**src/rtl/iocfg_pkg.sv**
```systemverilog
// Shared constants and helpers for the indexed configuration port.
// Assumes 8-bit indexes and a fixed set of writable register slots.
package iocfg_pkg;
    localparam int          NSLOT      = 9;
    localparam int          SLOT_W     = 4;
    localparam int          SLOT_CTRL3 = 3;
    localparam logic [3:0]  UNLOCK_KEY = 4'h1;
    localparam logic [SLOT_W-1:0] NO_SLOT = '1;

    // Map an index to its storage slot, or NO_SLOT for a reserved index.
    function automatic logic [SLOT_W-1:0] slot_of(input logic [7:0] idx);
        case (idx)
            8'h20:   return 4'd0;
            8'hC1:   return 4'd1;
            8'hC2:   return 4'd2;
            8'hC3:   return 4'd3;
            8'hCD:   return 4'd4;
            8'hCE:   return 4'd5;
            8'hCF:   return 4'd6;
            8'hE8:   return 4'd7;
            8'hF0:   return 4'd8;
            default: return NO_SLOT;
        endcase
    endfunction

    // True when an index is served on-chip under the given unlock field.
    function automatic logic idx_open(input logic [7:0] idx, input logic [3:0] key);
        return (idx[7:4] == 4'hC) || (idx[7:1] == 7'h7F) || (key == UNLOCK_KEY);
    endfunction
endpackage

```
**src/rtl/iocfg_seq.sv**
```systemverilog
// Index/data port sequencer: tracks the armed index and decides per cycle
// whether the access is claimed. Assumes io_valid is a one-cycle strobe.
module iocfg_seq #(
    parameter int                ADDR_W     = 16,
    parameter logic [ADDR_W-1:0] INDEX_PORT = 16'h0022
) (
    input  logic              clk,
    input  logic              rst_n,
    input  logic              io_valid,
    input  logic              io_write,
    input  logic [ADDR_W-1:0] io_addr,
    input  logic [7:0]        io_wdata,
    input  logic [3:0]        unlock,
    output logic              claim,
    output logic              wr_en,
    output logic              rd_en,
    output logic [7:0]        idx
);
    import iocfg_pkg::*;

    localparam logic [ADDR_W-1:0] DATA_PORT = INDEX_PORT + {{(ADDR_W-1){1'b0}}, 1'b1};

    logic       armed_q;
    logic [7:0] idx_q;
    logic       hit_index, hit_data;

    // Address decode of the two ports.
    always_comb begin
        hit_index = io_valid && (io_addr == INDEX_PORT);
        hit_data  = io_valid && (io_addr == DATA_PORT);
    end

    // Claim decision and register-bank strobes.
    always_comb begin
        claim = 1'b0;
        if (hit_index && io_write)
            claim = idx_open(io_wdata, unlock);
        else if (hit_data && armed_q)
            claim = idx_open(idx_q, unlock);
        wr_en = claim && hit_data && io_write;
        rd_en = claim && hit_data && !io_write;
    end

    // Arm on an index write, disarm on any data-port access.
    always_ff @(posedge clk) begin
        if (!rst_n) begin
            armed_q <= 1'b0;
            idx_q   <= 8'h00;
        end else if (hit_index && io_write) begin
            armed_q <= 1'b1;
            idx_q   <= io_wdata;
        end else if (hit_data) begin
            armed_q <= 1'b0;
        end
    end

    assign idx = idx_q;

    AST_INDEX_READ_OPEN: assert property (@(posedge clk) disable iff (!rst_n)
        (io_valid && !io_write && io_addr == INDEX_PORT) |-> !claim);
    AST_DATA_DISARMS: assert property (@(posedge clk) disable iff (!rst_n)
        (io_valid && io_addr == DATA_PORT && !(io_write && io_addr == INDEX_PORT)) |=> !armed_q);
    AST_RESET_DISARMS: assert property (@(posedge clk)
        !rst_n |=> !armed_q);
    AST_LOCKED_NO_CLAIM: assert property (@(posedge clk) disable iff (!rst_n)
        (claim && io_addr == DATA_PORT) |-> (armed_q && (idx_q[7:4] == 4'hC || idx_q >= 8'hFE || unlock == 4'h1)));
    AST_UNLOCKED_CLAIMS: assert property (@(posedge clk) disable iff (!rst_n)
        (io_valid && io_addr == DATA_PORT && armed_q && unlock == 4'h1) |-> claim);
endmodule

```
**src/rtl/iocfg_ident.sv**
```systemverilog
// Read-only identification bytes built from parameters.
// Assumes CLK_RATIO is 1..4; any other value falls back to ratio 1.
module iocfg_ident #(
    parameter int       CLK_RATIO = 2,
    parameter bit       ID_ALT    = 1'b0,
    parameter bit [3:0] STEPPING  = 4'h1,
    parameter bit [3:0] REVISION  = 4'h3
) (
    output logic [7:0] dev_id,
    output logic [7:0] step_rev
);
    localparam logic [7:0] ALT_OFS = ID_ALT ? 8'h02 : 8'h00;

    // Ratio-dependent base code chosen at elaboration.
    generate
        if (CLK_RATIO == 2) begin : g_r2
            assign dev_id = 8'h29 + ALT_OFS;
        end else if (CLK_RATIO == 3) begin : g_r3
            assign dev_id = 8'h2D + ALT_OFS;
        end else if (CLK_RATIO == 4) begin : g_r4
            assign dev_id = 8'h2C + ALT_OFS;
        end else begin : g_r1
            assign dev_id = 8'h28 + ALT_OFS;
        end
    endgenerate

    assign step_rev = {STEPPING, REVISION};
endmodule

```
**src/rtl/iocfg_regs.sv**
```systemverilog
// Writable configuration byte slots plus the read mux over all indexes.
// Assumes wr_en is set only for claimed data-port writes.
module iocfg_regs (
    input  logic       clk,
    input  logic       rst_n,
    input  logic       wr_en,
    input  logic [7:0] idx,
    input  logic [7:0] wdata,
    input  logic [7:0] dev_id,
    input  logic [7:0] step_rev,
    output logic [7:0] rd_data,
    output logic [3:0] unlock
);
    import iocfg_pkg::*;

    logic [7:0]        slot_q [NSLOT];
    logic [SLOT_W-1:0] sel;

    assign sel = slot_of(idx);

    // One storage byte per writable slot.
    generate
        for (genvar s = 0; s < NSLOT; s++) begin : g_slot
            always_ff @(posedge clk) begin
                if (!rst_n)
                    slot_q[s] <= 8'h00;
                else if (wr_en && sel == SLOT_W'(s))
                    slot_q[s] <= wdata;
            end
        end
    endgenerate

    // Read mux: ID bytes, slots, else zero for reserved indexes.
    always_comb begin
        rd_data = 8'h00;
        if (idx == 8'hFE)
            rd_data = dev_id;
        else if (idx == 8'hFF)
            rd_data = step_rev;
        else
            for (int s = 0; s < NSLOT; s++)
                if (sel == SLOT_W'(s)) rd_data = slot_q[s];
    end

    assign unlock = slot_q[SLOT_CTRL3][7:4];

    AST_UNLOCK_HOLDS: assert property (@(posedge clk) disable iff (!rst_n)
        !wr_en |=> $stable(unlock));
endmodule

```
**src/rtl/iocfg_port_top.sv**
```systemverilog
// Top of the indexed configuration port: sequencer, register bank, ID bytes.
// Assumes outputs are consumed combinationally in the same bus cycle.
module iocfg_port_top #(
    parameter int                ADDR_W     = 16,
    parameter logic [ADDR_W-1:0] INDEX_PORT = 16'h0022,
    parameter int                CLK_RATIO  = 2,
    parameter bit                ID_ALT     = 1'b0,
    parameter bit [3:0]          STEPPING   = 4'h1,
    parameter bit [3:0]          REVISION   = 4'h3
) (
    input  logic              clk,
    input  logic              rst_n,
    input  logic              io_valid,
    input  logic              io_write,
    input  logic [ADDR_W-1:0] io_addr,
    input  logic [7:0]        io_wdata,
    output logic              claim,
    output logic [7:0]        io_rdata
);
    logic       wr_en, rd_en;
    logic [7:0] idx, bank_rd, dev_id, step_rev;
    logic [3:0] unlock;

    iocfg_seq #(.ADDR_W(ADDR_W), .INDEX_PORT(INDEX_PORT)) seq_i (
        .clk(clk), .rst_n(rst_n), .io_valid(io_valid), .io_write(io_write),
        .io_addr(io_addr), .io_wdata(io_wdata), .unlock(unlock),
        .claim(claim), .wr_en(wr_en), .rd_en(rd_en), .idx(idx));

    iocfg_ident #(.CLK_RATIO(CLK_RATIO), .ID_ALT(ID_ALT),
                  .STEPPING(STEPPING), .REVISION(REVISION)) ident_i (
        .dev_id(dev_id), .step_rev(step_rev));

    iocfg_regs regs_i (
        .clk(clk), .rst_n(rst_n), .wr_en(wr_en), .idx(idx), .wdata(io_wdata),
        .dev_id(dev_id), .step_rev(step_rev), .rd_data(bank_rd), .unlock(unlock));

    // Read data is driven only for a claimed data-port read.
    assign io_rdata = rd_en ? bank_rd : 8'h00;

    AST_RDATA_QUIET: assert property (@(posedge clk) disable iff (!rst_n)
        !claim |-> io_rdata == 8'h00);
endmodule

```
**config.mk**
```make
export PLATFORM = sky130hd
export DESIGN_NAME = iocfg_port_top
export DESIGN_NICKNAME = d
export VERILOG_FILES = /design/src/rtl/iocfg_pkg.sv /design/src/rtl/iocfg_seq.sv /design/src/rtl/iocfg_ident.sv /design/src/rtl/iocfg_regs.sv /design/src/rtl/iocfg_port_top.sv
export SDC_FILE = /design/constraint.sdc
export NUM_CORES = 1
export LEC_CHECK = 0
export BUFFER_PORTS_ARGS = -buffer_cell sky130_fd_sc_hd__buf_4
export CAP_MARGIN = 20
export CORE_UTILIZATION = 60
export CTS_CLUSTER_DIAMETER = 200
export DETAILED_ROUTE_END_ITERATION = 8
export PLACE_DENSITY = 0.8
export SYNTH_ARGS = -nofsm -noshare
export SYNTH_HDL_FRONTEND = slang
export SYNTH_SLANG_ARGS = --single-unit
```
**constraint.sdc**
```tcl
create_clock -name clk -period 6.78 [get_ports clk]
set_clock_uncertainty 0.05 [all_clocks]
set_input_delay 2.034 -clock clk [delete_from_list [all_inputs] [get_ports clk]]
set_output_delay 2.034 -clock clk [all_outputs]
set_load 0.02 [all_outputs]
```
-- Yosys cells after proc, flatten, opt, wreduce, memory -nomap -nowiden
Memory sizes are Yosys's and may differ from the RTL's.
Index checks and enable logic that the tools add are counted.
- bits in registers: 9
- latch bits: 0
- bits in writable memories: 72
- bits in read-only memories: 0
- bits of input ports: 28
- output and inout port bits: 9
- word-level logic and storage cells: 115
- memories: 1
- add/subtract/negate cells: 0
- multiply operators: 0
- divide/modulo/power cells: 0
- magnitude comparators: 0
- equal/unequal tests: 26
- shift operators: 0
- multiplexer cells: 54
- bitwise operators: 9
- reduce and logical (&&, ||, !) cells: 23
- memories (name ; depth ; width ; rd ports ; clocked after memory_dff ; write ports ; RTL line ; source):
    regs_i.slot_q ; 9 ; 8 ; 9 ; 0 ; 9 ; iocfg_regs.sv:16 ; logic [7:0] slot_q [NSLOT];
- operators with widths (cell ; count):
    8-bit 2-to-1 mux ; 21
    8-bit equality test (second input constant) ; 10
    4-bit one-hot mux with 9 select lines ; 1
    16-bit by 6-bit equality test with 1-bit output (second input constant) ; 2
    1-bit 2-to-1 mux ; 32
    4-bit by 3-bit equality test with 1-bit output (second input constant) ; 4
    1-bit logical AND ; 16
    7-bit equality test (second input constant) ; 2
    4-bit equality test (second input constant) ; 3
    1-bit bitwise OR ; 9
    4-bit by 1-bit equality test with 1-bit output (second input constant) ; 2
    4-bit by 2-bit equality test with 1-bit output (second input constant) ; 2
    8-bit by 6-bit equality test with 1-bit output (second input constant) ; 1
    4-bit logical NOT ; 1
    1-bit logical OR ; 4
    2-bit nonzero test ; 1
    1-bit logical NOT ; 1

-- Logic depth before layout (Yosys ltp)
Gate-level depths: netlist of the first run.
- word-level depth: 15
- depth in mapped cells: 7
- depth with buffers taken out: 5

-- By module
A second synthesis of the first run with hierarchy kept.
- cell total of the unflattened synthesis: 450
- area, all modules: 4742.0 um^2
- by module, submodules not included (module ; times used ; cells each ; area each (um^2) ; seq. area each (um^2)):
    iocfg_regs ; 1 ; 365 ; 4078.9 ; 2162.1
    iocfg_seq ; 1 ; 59 ; 485.5 ; 180.2
    iocfg_ident ; 1 ; 18 ; 127.6 ; 0.0
    iocfg_port_top ; 1 ; 8 ; 50.0 ; 0.0

-- Worst setup path before layout of the first run
OpenSTA, ideal clock, no wires.
- path kind: input -> output
- from: input port io_addr[10]
- to: output port io_rdata[1]
- data arrival time: 3.685 ns
- data required time: 4.696 ns
- path slack: 1.011 ns
- stages on the path: 6
- buffers on the path: 1
- path through: nor4_1 > and4_1 > buf_2 > nand4b_1 > or3_1 > a31oi_1
- longest elaborated chain between the ends: 8
- elaborated cells on any way between the ends: 11
- classes of those cells: eq/ne (2); mux (3); reduce/logical (6)
- RTL lines (item ; RTL line ; source):
    from (decl) ; iocfg_port_top.sv:15 ; input logic [ADDR_W-1:0] io_addr,
    16-bit by 6-bit equality test with 1-bit output ; iocfg_seq.sv:30 ; hit_data = io_valid && (io_addr == DATA_PORT);
    1-bit logical AND ; iocfg_seq.sv:30 ;
    1-bit logical AND ; iocfg_seq.sv:38 ; else if (hit_data && armed_q)
    1-bit 2-to-1 mux ; iocfg_seq.sv:38 ;
    1-bit 2-to-1 mux ; iocfg_seq.sv:36 ; if (hit_index && io_write)
    1-bit logical AND * (2 in series) ; iocfg_seq.sv:41 ; rd_en = claim && hit_data && !io_write;
    8-bit 2-to-1 mux * ; iocfg_port_top.sv:38 ; assign io_rdata = rd_en ? bank_rd : 8'h00;
    to (decl) ; iocfg_port_top.sv:18 ; output logic [7:0] io_rdata
Every way passes the cells marked *; elsewhere a longest branch is shown, timed or not.

-- Worst setup path after layout of the first run
Same ends and word-level chain as after synthesis.

==> run summary, run 1 <==
status = finished clean
synthesis-to-layout area growth = 11.74%
Slowest-stage cell, CP = or3_1
worst r2r path cells = 4
share of cells above drive strength 1 = 19.11%
Worst R2R End = regs_i.slot_q[5][3]
postcts setup bufs = 0
dpl hpwl = 7695 um
Mapped Nets = 395
RSZ-0062 raised after global routing = false
Max rail drop VDD = 155.0 uV
Slew @ Worst Pin = 1.057 ns
final core utilization = 69.58%
vias in the first global route = 3,180
Synth area leader = edfxtp_1
Overflow after GRT = 0
Longest Clk Path Bufs = 2
largest stage delay on the critical path = 0.48 ns
DRC viols = 0
CP startpoint = io_addr[10]
first drt pass iteration count = 5
first-pass GRT wire length = 17,680 um
Mapped Avg Cell Area = 11.53 um^2
Worst path top cell family by delay = simple AND/OR/NAND/NOR gates
HP Class = reg2reg
Compound-Gate Fraction of Synth Area = 13.04%
dpl ws = 0.6458 ns
fin worst setup slack = 0.5836 ns
Routed Antenna Nets = 0
max_slew headroom = 28.79%
Worst Path Buf+Inv = 2
Max-Cap Viols = 0
placement-stage cell area = 4524 um^2
number of DRC markers in iteration 0 = 298
Post-CTS Hold Buffers = 0
root buf cell = clkbuf_8
Post-Synth Adder-Cell Area = 0%
Post-synth EDFFs = 72
clk sink count = 81
Placer Congestion = 0.9444
Peak Freq = 161.4 MHz
sequential share of power = 62.2%
reg-to-reg startpoint = seq_i.idx[5]
Die Width = 85.97 um
count of pins over their slew limit = 0
DRT Wirelength = 11,420 um
Buffers on Ports = 36
Pleak = 1.569 nW
top_reg_cell synth = edfxtp_1
Total Nets Final = 426
CP most frequent cell = buf_4
ANT cells = 0
Fin Setup TNS = 0 ns
top cells by area, synth = edfxtp_1 51%, and2_1 11%, dfxtp_1 4.3%
Syn Inst Count = 367
CP Cell Sequence = buf_4, nor4_1, and4_1, nand4b_1, or3_1, a31oi_1, buf_4
Tcrit/Tclk final = 91.39%
final setup violation count = 0
total track usage = 33.39%
post-synthesis cell area = 4230 um^2
crit path kind = in2out
YS warnings = 0
site row count = 30
H-tree levels = 3
initial antenna violation count = 0
Clock Power Share = 32.8%
commonest non-fill, non-tap cell in the layout = and2_1
Clock transition at path regs = 0.08 ns
Final Hold Viols = 0
largest net degree at the start of global routing = 24
most frequent cells in the layout = 74 x and2_1, 72 x edfxtp_1, 38 x buf_4
Sw Share = 22.59%
end of the critical path = io_rdata[1]
mux cell area share after synthesis = 2.603%
Clock Latency Late Sink = 0.35 ns
net switching power = 0.2071 mW
final instance area = 4727 um^2
flops & latches, synth = 81
routed len/inst = 22.89 um
Final min period = 6.196 ns
Pint = 0.7097 mW
Worst EP arrival = 4.11 ns
async set-reset flop share out of synthesis = 0%
core box area = 6794 um^2
effective utilization at floorplan = 62.27%
Die Height = 85.97 um
fill cell count = 516
CP Max Fanout = 8
cts bufs inserted = 9
Req. time, crit path = 4.70 ns
Worst Setup End Kind = output pin
Vias = 3,257
xor/xnor share of the synthesized area = 0%
Setup crit start kind = input port
post-CTS sizing = 0
Pwr per Cell Area = 194.0 nW/um^2
number of cells on the critical path = 7
TritonCTS clock tree = yes
Yosys cell types = 59
DIE AREA = 7390 um^2
IO Pins = 37
Avg Vias per Cell = 6.527
Comb pwr share = 4.9%
Synth Area in Simple Gates = 25.82%
area fraction of the dominant cell type after synthesis = 51.11%
largest family of logic cells by synthesized area = simple AND/OR/NAND/NOR gates
internal reg-to-reg setup slack = 3.50 ns
sequential fraction of the synthesis area = 55.37%
-- power groups by stage --
stage / Combinational [mW] / Clock (mW) / Sequential (mW)
after floorplan: 0.0171 / 0 / 0.577
after global placement: 0.0406 / 0 / 0.581
after detailed placement: 0.0420 / 0 / 0.582
after CTS: 0.0421 / 0.300 / 0.571
after global routing: 0.0476 / 0.323 / 0.572
final: 0.0453 / 0.301 / 0.570
-- how the worst min path moves through the flow --
stage | cells after the start | slack, ns | end | startpoint
6_report | 2 | 0.49 | seq_i.armed_q | seq_i.armed_q
5_1_grt | 2 | 0.52 | seq_i.armed_q | seq_i.armed_q
4_1_cts | 2 | 0.49 | seq_i.armed_q | seq_i.armed_q
3_5_place_dp | 2 | 0.48 | seq_i.armed_q | seq_i.armed_q
3_3_place_gp | 2 | 0.45 | seq_i.armed_q | seq_i.armed_q
2_1_floorplan | 2 | 0.44 | seq_i.armed_q | seq_i.armed_q
-- area by class of cell --
cell class / count / area [um^2] / share of cell area, %
Timing Repair Buffer: 46 / 330.3 / 6.988
Clock buffer: 12 / 135.1 / 2.859
Tap cell: 96 / 120.1 / 2.541
Inverter: 6 / 22.52 / 0.4764
Clock inverter: 4 / 22.52 / 0.4764
Sequential cell: 81 / 2342 / 49.55
Multi-Input combinational cell: 254 / 1754 / 37.11
-- worst reg2reg max path, stage by stage (launching register included) --
cell	delay [ns]
dfxtp_1	0.38
nand4bb_1	0.59
nor2_1	0.80
nand2_1	0.20
o21ai_0	0.88
-- cell usage after synthesis (all sizes together) (5+ instances only) --
library cell and count:
dfxtp 9, o22ai 6, inv 5, clkbuf 14, a21oi 9, a31oi 6, nand3 6, buf 12
and2 75, o21ai 14, nor2 17, edfxtp 72, mux2i 11, or3 5, a22o 5, nand4 6
nand2 11, a211oi 7, nor3 14, a22oi 5
-- metrics by stage --
step	total power, mW	std cells	hold WS [ns]
floorplan	0.5945	367	0.4401
global placement	0.6216	475	0.4521
detailed placement	0.6237	475	0.4788
CTS	0.9130	491	0.4889
global route	0.9429	499	0.5239
finish	0.9168	499	0.4853
-- per-layer routing --
| layer | vias to the layer above | GRT usage (%) | wire length, um |
|---|---|---|---|
| met3 | 39 | 7.315 | 1102 |
| met1 | 1565 | 44.22 | 4411 |
| li1 | 1456 | - | - |
| met5 | - | 0 | 0 |
| met4 | 0 | 22.27 | 551 |
| met2 | 197 | 49.49 | 5355 |
-- sequential cells by signal (all words and copies together), names as in the netlist --
register and count:
regs_i.slot_q 72, seq_i.armed_q 1, seq_i.idx 8
-- cell families (layout without fill, tap and decap cells) --
kind of cell	Yosys count	count (layout)
and+or+nand+nor	165	165
AOI/OAI and AO/OA	78	78
buffers and inverters	32	68
DFF	81	81
muxes	11	11
Power figures use the tool's default switching activity.
==> inputs of run 2 (changes only) <==
--- a/config.mk
+++ b/config.mk
@@ -10,7 +10,7 @@
 export CORE_UTILIZATION = 60
 export CTS_CLUSTER_DIAMETER = 200
 export DETAILED_ROUTE_END_ITERATION = 8
-export PLACE_DENSITY = 0.8
+export PLACE_DENSITY = 0.81
 export SYNTH_ARGS = -nofsm -noshare
 export SYNTH_HDL_FRONTEND = slang
 export SYNTH_SLANG_ARGS = --single-unit
==> run 2 against run 1 <==
Setup slack got worse by 0.033 ns. Combinational power decreased by 2%. Worst hold slack got worse by 0.0022 ns. Sequential cell count unchanged. Highest routed layer unchanged.
==> run summary, run 2 (same netlist as run 1, synthesis figures left out) <==
status = finished clean (unchanged)
Buffers on Ports = 36 (unchanged)
Clock transition at path regs = 0.08 ns (about the same)
Biggest register = regs_i.slot_q (unchanged)
DIE AREA = 7390 um^2 (unchanged)
Final Hold Viols = 0 (unchanged)
Final min period = 6.230 ns (was 6.196 ns)
sequential share of power = 58.2% (was 62.2%)
first drt pass iteration count = 5 (unchanged)
Routed Antenna Nets = 0 (unchanged)
Tcrit/Tclk final = 91.88% (was 91.39%)
number of DRC markers in iteration 0 = 372 (was 298)
H-tree levels = 3 (unchanged)
TritonCTS clock tree = yes (unchanged)
Avg Vias per Cell = 6.437 (was 6.527)
most frequent cells in the layout = 74 x and2_1, 72 x edfxtp_1, 37 x buf_4 (was 74 x and2_1, 72 x edfxtp_1, 38 x buf_4)
Setup crit start kind = input port (unchanged)
commonest non-fill, non-tap cell in the layout = and2_1 (unchanged)
Worst Setup End Kind = output pin (unchanged)
Die Width = 85.97 um (unchanged)
CP Max Fanout = 8 (unchanged)
Sw Share = 23.21% (was 22.59%)
site row count = 30 (unchanged)
count of pins over their slew limit = 0 (unchanged)
synthesis-to-layout area growth = 12.72% (was 11.74%)
DRC viols = 0 (unchanged)
Placer Congestion = 1.024 (was 0.9444)
ANT cells = 0 (unchanged)
total power = 0.9793 mW (was 0.9168 mW)
cts bufs inserted = 9 (unchanged)
Post-CTS Hold Buffers = 0 (unchanged)
post-CTS sizing = 0 (unchanged)
max_slew headroom = 39.87% (was 28.79%)
clk sink count = 81 (unchanged)
DRT Wirelength = 10,970 um (was 11,420 um)
routed len/inst = 21.98 um (was 22.89 um)
Clock Power Share = 37.2% (was 32.8%)
share of cells above drive strength 1 = 19.60% (was 19.11%)
Die Height = 85.97 um (unchanged)
multi-input logic area = 1754 um^2 (unchanged)
Pint = 0.7520 mW (was 0.7097 mW)
Total Nets Final = 426 (unchanged)
HP Class = reg2reg (unchanged)
Max-Cap Viols = 0 (unchanged)
number of flip-flops in the largest register = 72 (unchanged)
Req. time, crit path = 4.70 ns (about the same)
Longest Clk Path Bufs = 2 (unchanged)
crit path kind = in2out (unchanged)
final setup violation count = 0 (unchanged)
Peak Freq = 160.5 MHz (was 161.4 MHz)
Max rail drop VDD = 129.9 uV (was 155.0 uV)
first-pass GRT wire length = 16,820 um (was 17,680 um)
Overflow after GRT = 0 (unchanged)
dpl hpwl = 7321 um (was 7695 um)
initial antenna violation count = 0 (unchanged)
vias in the first global route = 3,060 (was 3,180)
effective utilization at floorplan = 62.27% (unchanged)
internal reg-to-reg setup slack = 3.95 ns (was 3.50 ns)
RSZ-0062 raised after global routing = false (unchanged)
total track usage = 31.45% (was 33.39%)
Comb pwr share = 4.6% (was 4.9%)
core box area = 6794 um^2 (unchanged)
net switching power = 0.2273 mW (was 0.2071 mW)
Fin Setup TNS = 0 ns (unchanged)
IO Pins = 37 (unchanged)
Slew @ Worst Pin = 0.9008 ns (was 1.057 ns)
postcts setup bufs = 0 (unchanged)
Vias = 3,212 (was 3,257)
Worst EP arrival = 4.15 ns (was 4.11 ns)
Clock Latency Late Sink = 0.36 ns (was 0.35 ns)
register area = 2342 um^2 (unchanged)
Pleak = 1.583 nW (was 1.569 nW)
fill cell count = 486 (was 516)
largest net degree at the start of global routing = 24 (unchanged)
Pwr per Cell Area = 205.4 nW/um^2 (was 194.0 nW/um^2)
root buf cell = clkbuf_8 (unchanged)
==> run 2: cell count changes in the layout (fill, tap and decap cells not counted) <==
cell	delta
bufinv_16	+1
buf_4	-1
clkbuf_1	-3
inv_6	+2
buf_2	+4
clkinvlp_4	+1
clkbuf_2	-3
inv_8	+1
clkinv_1	+1
clkinv_2	-3
==> run 2: area by class of cell <==
| type | count | area share [%] |
|---|---|---|
| clock inverter | 7 | 1.627 |
| tap | 96 | 2.519 |
| timing repair buffer | 46 | 6.875 |
| sequential | 81 | 49.12 |
| multi-input combinational | 254 | 36.79 |
| inverter | 6 | 0.4723 |
| clock buffer | 9 | 2.598 |
==> run 2: power groups by stage <==
stage                     combinational (mW)  sequential [mW]  clock, mW
after floorplan                       0.0171            0.577          0
after global placement                0.0401            0.581          0
after detailed placement              0.0410            0.581          0
after CTS                             0.0409            0.570      0.368
after global routing                  0.0469            0.571      0.386
final                                 0.0446            0.570      0.365
==> run 2: worst max-delay path, cell delays in order <==
cell	delay [ns]
buf_4	0.11
nor4_1	0.35
and4_1	0.39
nand4b_1	0.39
or3_1	0.48
a31oi_1	0.21
buf_4	0.19
==> run 2: worst paths after layout <==
kind,startpoint,to,depth (start not counted)
setup / recovery,io_addr[10],io_rdata[1],7
hold / removal,seq_i.armed_q,seq_i.armed_q,2
setup reg to reg,seq_i.idx[1],regs_i.slot_q[6][6],5
hold reg to reg,seq_i.armed_q,seq_i.armed_q,2
==> run 2: layer usage <==
layer | vias up | track usage (%) | wire length [um]
met5 | - | 0 | 0
met4 | 0 | 17.73 | 533
met3 | 38 | 9.528 | 1044
met2 | 192 | 46.10 | 4997
met1 | 1530 | 41.71 | 4394
li1 | 1452 | - | -
==> run 2: metrics by stage <==
stage / cells / utilization [%] / setup WS (ns) / area, um^2 / hold WS [ns]
final: 499 / 70.18 / 0.5504 / 4768 / 0.4832
after global routing: 499 / 70.18 / 0.4399 / 4768 / 0.5511
after floorplan: 367 / - / 1.011 / 4230 / 0.4401
after CTS: 490 / 69.45 / 0.5863 / 4718 / 0.4802
after detailed placement: 474 / 66.48 / 0.5933 / 4517 / 0.4651
after global placement: 474 / 66.48 / 0.7478 / 4517 / 0.4501
